[src/rtl/spi_tc_pkg.sv]
package spi_tc_pkg;

    localparam int DW = 32;                       // arithmetic width
    localparam int FW = 8;                        // width of each packed field
    localparam int EW = $clog2(DW - FW + 1);      // prescale exponent width
    localparam int CW = $clog2(DW + 1);           // divider step counter width
    localparam logic [DW-1:0] NS_PER_S = DW'(1_000_000_000);
    localparam logic [1:0] GAP_OFFSET  = 2'd2;
    localparam logic [1:0] EDGE_OFFSET = 2'd1;

    typedef enum logic [3:0] {
        ST_IDLE,
        ST_BASE,    // 1e9 / root
        ST_RATIO,   // root / sck limit
        ST_CYC,     // longest delay / base period
        ST_EXP,     // latch exponent
        ST_PER,     // 1e9 / (root >> exp)
        ST_SETUP,
        ST_GAP,
        ST_HOLD,
        ST_PACK,
        ST_FAIL
    } calc_state_t;

    typedef struct packed {
        logic [FW-1:0] hold;
        logic [FW-1:0] setup;
        logic [FW-1:0] gap;
        logic [FW-1:0] sck;
    } ctrl_word_t;

    function automatic logic [DW-1:0] umax(input logic [DW-1:0] a, input logic [DW-1:0] b);
        return (a > b) ? a : b;
    endfunction

endpackage

[src/rtl/spi_tc_divider.sv]
module spi_tc_divider #(
    parameter int W  = spi_tc_pkg::DW,
    parameter int CW = spi_tc_pkg::CW
) (
    input  logic         clk,
    input  logic         rst,
    input  logic         go,
    input  logic [W-1:0] dividend,
    input  logic [W-1:0] divisor,
    output logic [W-1:0] quo,
    output logic [W-1:0] rem,
    output logic         fin
);
    logic [W-1:0]  dvs_q;
    logic [CW-1:0] steps;
    logic          running;
    logic [W:0]    trial;
    logic [W:0]    shifted;

    always_comb begin
        shifted = {rem, quo[W-1]};
        trial   = shifted - {1'b0, dvs_q};
    end

    always_ff @(posedge clk) begin
        if (rst) begin
            quo     <= '0;
            rem     <= '0;
            dvs_q   <= '0;
            steps   <= '0;
            running <= 1'b0;
            fin     <= 1'b0;
        end else begin
            fin <= 1'b0;
            if (go) begin
                quo     <= dividend;
                rem     <= '0;
                dvs_q   <= divisor;
                steps   <= CW'(W);
                running <= 1'b1;
            end else if (running) begin
                if (!trial[W]) begin
                    rem <= trial[W-1:0];
                    quo <= {quo[W-2:0], 1'b1};
                end else begin
                    rem <= shifted[W-1:0];
                    quo <= {quo[W-2:0], 1'b0};
                end
                steps <= steps - 1'b1;
                if (steps == CW'(1)) begin
                    running <= 1'b0;
                    fin     <= 1'b1;
                end
            end
        end
    end
endmodule

[src/rtl/spi_tc_prescale.sv]
module spi_tc_prescale #(
    parameter int W  = spi_tc_pkg::DW,
    parameter int FW = spi_tc_pkg::FW,
    parameter int EW = spi_tc_pkg::EW
) (
    input  logic [W-1:0]  cycles,
    input  logic [W-1:0]  ratio,
    output logic [EW-1:0] expo
);
    logic [W-1:0] big;
    int unsigned  bits;

    always_comb begin
        big  = (cycles > ratio) ? cycles : ratio;
        bits = 0;
        for (int i = 0; i < W; i++) begin
            if (big[i]) bits = i + 1;
        end
        expo = (bits > FW) ? EW'(bits - FW) : '0;
    end
endmodule

[src/rtl/spi_tc_field.sv]
module spi_tc_field #(
    parameter int W  = spi_tc_pkg::DW,
    parameter int FW = spi_tc_pkg::FW
) (
    input  logic [W-1:0]  quo,
    input  logic          round_up,
    input  logic [1:0]    offset,
    output logic [FW-1:0] field
);
    logic [W:0] count;
    logic [W:0] trimmed;

    always_comb begin
        count   = {1'b0, quo} + {{W{1'b0}}, round_up};
        trimmed = (count >= {{(W-1){1'b0}}, offset}) ? count - {{(W-1){1'b0}}, offset} : count;
        field   = (trimmed > {{(W+1-FW){1'b0}}, {FW{1'b1}}}) ? {FW{1'b1}} : trimmed[FW-1:0];
    end
endmodule

[src/rtl/spi_timing_calc.sv]
module spi_timing_calc
    import spi_tc_pkg::*;
(
    input  logic          clk,
    input  logic          rst,
    input  logic          start,
    input  logic [DW-1:0] root_hz,
    input  logic [DW-1:0] sck_max_hz,
    input  logic [DW-1:0] setup_ns,
    input  logic [DW-1:0] gap_ns,
    input  logic [DW-1:0] hold_ns,
    output logic          busy,
    output logic          done,
    output logic          err,
    output logic [EW-1:0] prescale_exp,
    output logic [DW-1:0] ctrl_word
);
    calc_state_t   st;
    logic          launched;
    logic [DW-1:0] l_root, l_sck, l_setup, l_gap, l_hold, l_maxd;
    logic [DW-1:0] base_per, ratio, cyc_req, per;
    logic [EW-1:0] exp_q, exp_next;
    ctrl_word_t    acc;

    logic          in_div, dv_go, dv_zero, dv_fin;
    logic [DW-1:0] dv_a, dv_b, dv_q, dv_r;
    logic [1:0]    off_sel;
    logic [FW-1:0] dly_field, sck_field;

    always_comb begin
        in_div  = 1'b1;
        dv_a    = '0;
        dv_b    = '0;
        off_sel = EDGE_OFFSET;
        unique case (st)
            ST_BASE:  begin dv_a = NS_PER_S; dv_b = l_root;          end
            ST_RATIO: begin dv_a = l_root;   dv_b = l_sck;           end
            ST_CYC:   begin dv_a = l_maxd;   dv_b = base_per;        end
            ST_PER:   begin dv_a = NS_PER_S; dv_b = l_root >> exp_q; end
            ST_SETUP: begin dv_a = l_setup;  dv_b = per;             end
            ST_GAP:   begin dv_a = l_gap;    dv_b = per; off_sel = GAP_OFFSET; end
            ST_HOLD:  begin dv_a = l_hold;   dv_b = per;             end
            default:  in_div = 1'b0;
        endcase
        dv_zero = in_div && !launched && (dv_b == '0);
        dv_go   = in_div && !launched && (dv_b != '0);
    end

    spi_tc_divider #(.W(DW), .CW(CW)) u_div (
        .clk(clk), .rst(rst), .go(dv_go), .dividend(dv_a), .divisor(dv_b),
        .quo(dv_q), .rem(dv_r), .fin(dv_fin)
    );

    spi_tc_prescale #(.W(DW), .FW(FW), .EW(EW)) u_pre (
        .cycles(cyc_req), .ratio(ratio), .expo(exp_next)
    );

    spi_tc_field #(.W(DW), .FW(FW)) u_dly_fmt (
        .quo(dv_q), .round_up(|dv_r), .offset(off_sel), .field(dly_field)
    );

    spi_tc_field #(.W(DW), .FW(FW)) u_sck_fmt (
        .quo(ratio >> exp_q), .round_up(1'b0), .offset(EDGE_OFFSET), .field(sck_field)
    );

    always_ff @(posedge clk) begin
        if (rst) begin
            st           <= ST_IDLE;
            launched     <= 1'b0;
            busy         <= 1'b0;
            done         <= 1'b0;
            err          <= 1'b0;
            prescale_exp <= '0;
            ctrl_word    <= '0;
            l_root       <= '0;
            l_sck        <= '0;
            l_setup      <= '0;
            l_gap        <= '0;
            l_hold       <= '0;
            l_maxd       <= '0;
            base_per     <= '0;
            ratio        <= '0;
            cyc_req      <= '0;
            per          <= '0;
            exp_q        <= '0;
            acc          <= '0;
        end else begin
            done <= 1'b0;
            if (st == ST_IDLE) begin
                if (start) begin
                    l_root   <= root_hz;
                    l_sck    <= sck_max_hz;
                    l_setup  <= setup_ns;
                    l_gap    <= gap_ns;
                    l_hold   <= hold_ns;
                    l_maxd   <= umax(umax(setup_ns, gap_ns), hold_ns);
                    launched <= 1'b0;
                    busy     <= 1'b1;
                    st       <= ST_BASE;
                end
            end else if (in_div) begin
                if (dv_zero) begin
                    st <= ST_FAIL;
                end else if (!launched) begin
                    launched <= 1'b1;
                end else if (dv_fin) begin
                    launched <= 1'b0;
                    unique case (st)
                        ST_BASE:  begin base_per  <= dv_q;      st <= ST_RATIO; end
                        ST_RATIO: begin ratio     <= dv_q;      st <= ST_CYC;   end
                        ST_CYC:   begin cyc_req   <= dv_q;      st <= ST_EXP;   end
                        ST_PER:   begin per       <= dv_q;      st <= ST_SETUP; end
                        ST_SETUP: begin acc.setup <= dly_field; st <= ST_GAP;   end
                        ST_GAP:   begin acc.gap   <= dly_field; st <= ST_HOLD;  end
                        default:  begin acc.hold  <= dly_field; st <= ST_PACK;  end
                    endcase
                end
            end else if (st == ST_EXP) begin
                exp_q <= exp_next;
                st    <= ST_PER;
            end else if (st == ST_PACK) begin
                ctrl_word    <= {acc.hold, acc.setup, acc.gap, sck_field};
                prescale_exp <= exp_q;
                err          <= 1'b0;
                done         <= 1'b1;
                busy         <= 1'b0;
                st           <= ST_IDLE;
            end else begin
                ctrl_word    <= '0;
                prescale_exp <= '0;
                err          <= 1'b1;
                done         <= 1'b1;
                busy         <= 1'b0;
                st           <= ST_IDLE;
            end
        end
    end
endmodule

[config.mk]
export PLATFORM = sky130hd
export DESIGN_NAME = spi_timing_calc
export DESIGN_NICKNAME = d
export VERILOG_FILES = /design/src/rtl/spi_tc_pkg.sv /design/src/rtl/spi_tc_divider.sv /design/src/rtl/spi_tc_prescale.sv /design/src/rtl/spi_tc_field.sv /design/src/rtl/spi_timing_calc.sv
export SDC_FILE = /design/constraint.sdc
export NUM_CORES = 2
export LEC_CHECK = 0
export BUFFER_PORTS_ARGS = -buffer_cell sky130_fd_sc_hd__clkbuf_2
export CAP_MARGIN = 0
export CORE_ASPECT_RATIO = 0.7
export CORE_MARGIN = 4
export CORE_UTILIZATION = 45
export DETAILED_ROUTE_END_ITERATION = 8
export SLEW_MARGIN = 20
export SYNTH_ARGS = -nofsm -noshare
export SYNTH_HDL_FRONTEND = slang
export SYNTH_SLANG_ARGS = --single-unit
[constraint.sdc]
create_clock -name clk -period 6.8 [get_ports clk]
set_input_delay 0.34 -clock clk [delete_from_list [all_inputs] [get_ports clk]]
set_output_delay 0.34 -clock clk [all_outputs]
set_load 0.05 [all_outputs]
# Word level (Yosys, flattened, before mapping)
# Index checks and enable logic that the tools add are counted.
# op_classes
shifts,2
add_sub_neg,6
bitwise_logic,6
eq_ne,16
n_reduce_logical,30
magnitude_cmp,8
n_mux,76
# ops
cell,count
$mux 32,7
$pmux 32 s6,1
$pmux 32 s5,1
$gt 32x32->1,3
$mux 5,18
$gt 33x8->1 const B,2
$mux 33,2
$shr 32x5->32,2
$mux 4,14
$reduce_and 6->1,7
$add 32x1->33,1
$ge 33x2->1,1
$sub 32x1->33 const B,1
$sub 33x2->33,1
$sub 33x32->33,1
$ge 32x1->1 const B,1
$logic_not 32->1,1
$reduce_bool 32->1,1
$reduce_or 32->1,1
$pmux 4 s6,1
$mux 1,19
$mux 6,3
$eq 4x3->1 const B,4
$mux 8,2
other kinds (24),49
# totals
out_inout_bits,40
register_bits,498
elab_cells,172
input_bits,163

# Depth between registers and ports, before layout
# depth
word_depth,36
depth_mapped,29
depth_no_buf,25

# Hierarchy
# A second synthesis with hierarchy kept.
# unflattened
hier_cells,4386
hier_area_um2,33651.0
# by_module_without_submodules
module,seq_area_each_um2,cells_each,area_per_inst_um2,n_inst
spi_timing_calc,7887.6,2723,21554.4,1
spi_tc_divider,2082.0,769,6054.6,1
spi_tc_field (u_sck_fmt),0.0,330,2377.3,1
spi_tc_field (u_dly_fmt),0.0,332,2160.8,1
spi_tc_prescale,0.0,232,1503.9,1

# Worst setup path after synthesis
# Ideal clock, no wire load.
# synth_timing
path_type,input -> register
from,input port gap_ns[9]
to,register l_maxd[10]
stages,29
setup_slack_ps,1337
setup_time_ps,138
required_time_ps,6662
n_path_buf,4
arrival_ps,5326
cell_sequence,inv_1 > ha_1 > a21o_1 > a21o_1 > a21o_1 > a21o_1 > a21o_1 > a21o_1 > a21oi_1 > a31oi_1 > a211o_1 > clkbuf_1 > buf_1 > mux2i_1 > inv_1 > ha_1 > a21o_1 > a21o_1 > a21o_1 > a21o_1 > a21o_1 > a21o_1 > a21o_1 > or3_1 > o211ai_1 > or4_1 > clkbuf_1 > clkbuf_1 > o221ai_1
# synth_via
elab_chain_cells,4
# synth_lines
item,line_no,source
"start, declared",spi_timing_calc.sv:10,"input logic [DW-1:0] gap_ns,"
$gt 32x32->1,spi_tc_pkg.sv:33,return (a > b) ? a : b;
$mux 32 *,spi_tc_pkg.sv:33,
$gt 32x32->1,spi_tc_pkg.sv:33,
$mux 32 *,spi_tc_pkg.sv:33,
"end signal, assigned",spi_timing_calc.sv:96,"l_maxd <= umax(umax(setup_ns, gap_ns), hold_ns);"
"end, declared",spi_timing_calc.sv:20,"logic [DW-1:0] l_root, l_sck, l_setup, l_gap, l_hold, l_maxd;"
# Mark *: on every way between the ends. The rest lies on a longest branch, timed or not.
# A chain may end at the register's enable or synchronous reset.

# Worst setup path after layout
# layout_timing
from,register u_div.rem[24]
to,register acc[16] in the netlist's numbering
# layout_via
elab_chain_cells,6
word_cells_on_any_way,7
classes_between,add/sub: 2; order compare: 2; mux: 2; reduce/logical: 1
# layout_lines
item,line_no,source
"start, declared",spi_tc_divider.sv:11,"output logic [W-1:0] rem,"
"start signal, assigned",spi_tc_divider.sv:43,rem <= trial[W-1:0];
"start signal, assigned",spi_tc_divider.sv:46,rem <= shifted[W-1:0];
$reduce_or 32->1 *,spi_timing_calc.sv:59,".quo(dv_q), .round_up(|dv_r), .offset(off_sel), .field(dly_field)"
$add 32x1->33 *,spi_tc_field.sv:14,"count = {1'b0, quo} + {{W{1'b0}}, round_up};"
$sub 33x2->33 or $ge 33x2->1 (tied branches),spi_tc_field.sv:15,"trimmed = (count >= {{(W-1){1'b0}}, offset}) ? count - {{(W-1){1'b0}}, offset} : count;"
$mux 33 *,spi_tc_field.sv:15,
$gt 33x8->1,spi_tc_field.sv:16,"field = (trimmed > {{(W+1-FW){1'b0}}, {FW{1'b1}}}) ? {FW{1'b1}} : trimmed[FW-1:0];"
$mux 8 *,spi_tc_field.sv:16,
"end, declared",spi_timing_calc.sv:23,ctrl_word_t acc;
# Marked as above.

==> impl_metrics.py <==
metrics = {
    "outcome": {
        "status": "finished, final reports clean",
    },
    "global_route": {
        "grt_pass1_wl_um": 176300,
        "grt-ovfl-total": 0,
        "antenna_found_initial": 7,
        "track_usage": 0.3002,
        "grt_pass1_vias": 28780,
        "grt_max_degree": 99,
    },
    "pwr": {
        "swShare": 0.4474,
        "p_per_area_nw_per_um2": 378.8,
        "irDropWorstVdd_uv": 334.5,
        "p_seq_frac": 0.297,
        "p_int_mw": 7.593,
        "net-switching-power_mw": 6.148,
        "p_leak_nw": 13.93,
        "power_frac_comb": 0.484,
        "p_clk_frac": 0.219,
        "p_total_mw": 13.74,
    },
    "layout": {
        "layout-drive-gt1-share": 0.1275,
        "syn2layout_area_growth_pct": 15.24,
        "fill_cells": 6512,
        "layout.nets": 4471,
        "regArea_um2": 9986,
        "multiInputGateArea_um2": 19490,
    },
    "yosys": {
        "synthesis.area_um2": 31480,
        "ys_warn_count": 0,
        "async_reset_ff_frac": 0,
        "synthTopCellsByArea": "dfxtp_1 32%, nand2_1 8.8%, a21oi_1 7.2%",
        "synth_top_cell_area_share": 0.3167,
        "ys_ff_latch": 498,
        "synth_edf_count": 0,
        "synthCells": 4029,
        "synth_top_area_cell": "dfxtp_1",
        "synth_ff_type": "dfxtp_1",
        "ys_types": 90,
        "syn_avg_cell_area_um2": 7.813,
        "ys_seq_area_frac": 0.3167,
        "syn_nets": 4330,
    },
    "floorplan": {
        "initial_core_util": 0.4584,
        "pin_count": 203,
        "die_x_um": 324.1,
        "fp-row-count": 80,
        "core_um2": 68670,
        "die-area_um2": 74320,
        "dieHeight_um": 229.3,
    },
    "clock_tree": {
        "cts-resized-gates": 0,
        "cts_made_buffers": 52,
        "h-tree-depth": 2,
        "cts_root_buffer": "clkbuf_16",
        "clk_latency_ns": 0.64,
        "cts_hold_buf": 158,
        "cts_tree": "yes",
        "clk_pin_slew_worst_paths_ns": 0.07,
        "clk_path_buf_depth": 3,
        "numClockSinks": 498,
        "post_cts_buffers": 0,
    },
    "sta": {
        "setup_viol_count_final": 0,
        "hold_viol_final": 0,
        "fmax_ghz": 0.1572,
        "rsz0062_at_grt": "no",
        "fin_crit_sh": 0.9357,
        "worst_slew_pin_slew_ns": 1.145,
        "drv_slew": 0,
        "maxSlewHeadroom": 0.2348,
        "final.setup.tns_ns": 0,
        "min_period_ns": 6.362,
        "finClkSkew_ns": 0.03084,
    },
    "critical_path": {
        "start_kind": "flop",
        "cp.required_ns": 7.26,
        "rrSetupSlack_ns": 0.44,
        "r2r_start": "u_div.rem[24]$_SDFFE_PP0P_",
        "critPathKind": "flop to flop",
        "r2r_end": "acc[16]$_SDFFE_PP0P_",
        "critPathMaxFanout": 24,
        "crit_path_end_kind": "flop",
        "arrival_ns": 6.82,
        "rr_worst_depth": 17,
    },
    "drt": {
        "remaining_drc_errors": 0,
        "via_per_inst": 6.197,
        "ant_nets": 0,
        "num_vias": 31690,
        "dr.pass1.iters": 7,
        "drtIter0Drc": 4143,
        "wire_per_inst_um": 22.59,
        "wl_um": 115500,
    },
    "placed_design": {
        "dp_hpwl_um": 81040,
        "portBuffers": 202,
        "gp_congestion": 0.9890,
    },
    "hold_path": {
        "hold_class": "input pin to flop",
        "hold_start": "setup_ns[1]",
        "min_path_cells": 3,
        "min_to": "l_setup[1]$_SDFFE_PP0P_",
    },
    "job": {
        "cap_violations": 0,
    },
}
==> cells in the final DEF (no fill, tap or decap), types with 47 or more instances in the layout <==
| cell type | n |
|---|---|
| nor2b_1 | 47 |
| o21ai_0 | 96 |
| ha_1 | 136 |
| nor2_1 | 227 |
| mux2i_1 | 106 |
| a211oi_1 | 110 |
| nand2_1 | 741 |
| inv_1 | 194 |
| nor3_1 | 55 |
| clkbuf_16 | 53 |
| nand3_1 | 105 |
| buf_4 | 68 |
| dfxtp_1 | 491 |
| a21o_1 | 58 |
| mux4_2 | 62 |
| clkbuf_2 | 201 |
| a31oi_1 | 50 |
| mux2_2 | 50 |
| a22oi_1 | 74 |
| dlygate4sd3_1 | 158 |
| a21oi_1 | 451 |
==> worst max-delay path: stages (launching register included) <==
cell       delay [ns]
dfxtp_1          0.33
nor4_1           0.47
nand4_1          0.25
or2_2            0.44
ha_1             0.27
ha_1             0.29
and4_1           0.40
and4_1           0.31
or3_1            0.34
a2111oi_0        0.51
nand4_1          0.31
nor3_1           0.46
nand3_1          0.46
a21oi_1          0.29
nor4bb_1         0.37
nor4bb_4         0.25
buf_4            0.30
a31oi_1          0.13
==> per-layer routing <==
| layer | up-vias | part of all wire | global-route usage | wire length, µm |
|---|---|---|---|---|
| li1 | 14840 | - | - | - |
| met1 | 15110 | 0.47 | 0.4662 | 54140 |
| met3 | 159 | 0.10 | 0.06151 | 12100 |
| met5 | - | 0.00018 | 0 | 21 |
| met4 | 4 | 0.018 | 0.05999 | 2128 |
| met2 | 1586 | 0.41 | 0.4250 | 47140 |
==> power groups by stage <==
stage | sequential [mW] | clock, mW | combinational, mW
after floorplan | 3.73 | 0 | 4.93
after global placement | 4.10 | 0 | 6.42
after detailed placement | 4.11 | 0 | 6.41
after CTS | 4.04 | 3.04 | 6.52
after global routing | 4.12 | 3.17 | 7.30
final | 4.08 | 3.01 | 6.65
==> cells by family after synthesis <==
group | share of synthesized area
fa+ha+maj | 0.05565
compound gates | 0.2487
buf+inv | 0.06781
xor+xnor | 0.01753
flops | 0.3167
simple gates | 0.1966
mux | 0.09702
==> cell type report <==
| cell class | count | area share |
|---|---|---|
| flip-flops and latches | 498 | 0.2753 |
| inverters | 196 | 0.02032 |
| well taps | 902 | 0.03111 |
| repair buffers | 429 | 0.08637 |
| diodes | 1 | 0.00006898 |
| clock inverters | 21 | 0.007002 |
| clock buffers | 74 | 0.04260 |
| multi-input cells | 2993 | 0.5373 |
==> worst max path at each step <==
stage	start	endpoint	slack, ns	cells past startpoint
2_1_floorplan	gap_ns[9]	l_maxd[10]$_SDFFE_PP0P_	1.34	29
3_3_place_gp	u_div.rem[24]$_SDFFE_PP0P_	acc[29]$_SDFFE_PP0P_	0.87	17
3_5_place_dp	u_div.rem[24]$_SDFFE_PP0P_	acc[16]$_SDFFE_PP0P_	0.70	17
4_1_cts	u_div.rem[24]$_SDFFE_PP0P_	acc[16]$_SDFFE_PP0P_	0.68	17
5_1_grt	u_div.rem[16]$_SDFFE_PP0P_	acc[24]$_SDFFE_PP0P_	0.002	17
6_report	u_div.rem[24]$_SDFFE_PP0P_	acc[16]$_SDFFE_PP0P_	0.44	17
==> synthesized netlist by cell type (all sizes together) (16+ instances only) <==
cell type and count:
a222oi 22, buf 64, nor2 231, nor2b 47, xor2 18, mux2 53, nand4 44, a21oi 451
o211ai 37, nor3 59, mux2i 106, a311oi 30, xnor2 45, a211oi 120, a21o 58, a22oi 74
and3 24, o221ai 35, inv 196, nor4 32, clkbuf 278, nand2b 29, and2 16, mux4 62
nand3 106, nand2 742, ha 136, o21a 27, a31oi 50, o21ai 99, a221oi 23, dfxtp 498
==> through the flow <==
stage / hold WS, ns / util / worst slack (ns) / area (µm²) / instances
finish: 0.03303 / 0.5283 / 0.4376 / 36280 / 5114
global route: 0.03114 / 0.5283 / 0.001882 / 36270 / 5113
CTS: 0.002486 / 0.5281 / 0.6793 / 36260 / 5113
detailed placement: 0.4432 / 0.4789 / 0.6980 / 32880 / 4860
global placement: 0.4403 / 0.4789 / 0.8732 / 32880 / 4860
floorplan: 0.4329 / - / 1.337 / 31480 / 4029
(Power assumes the default switching activity.)
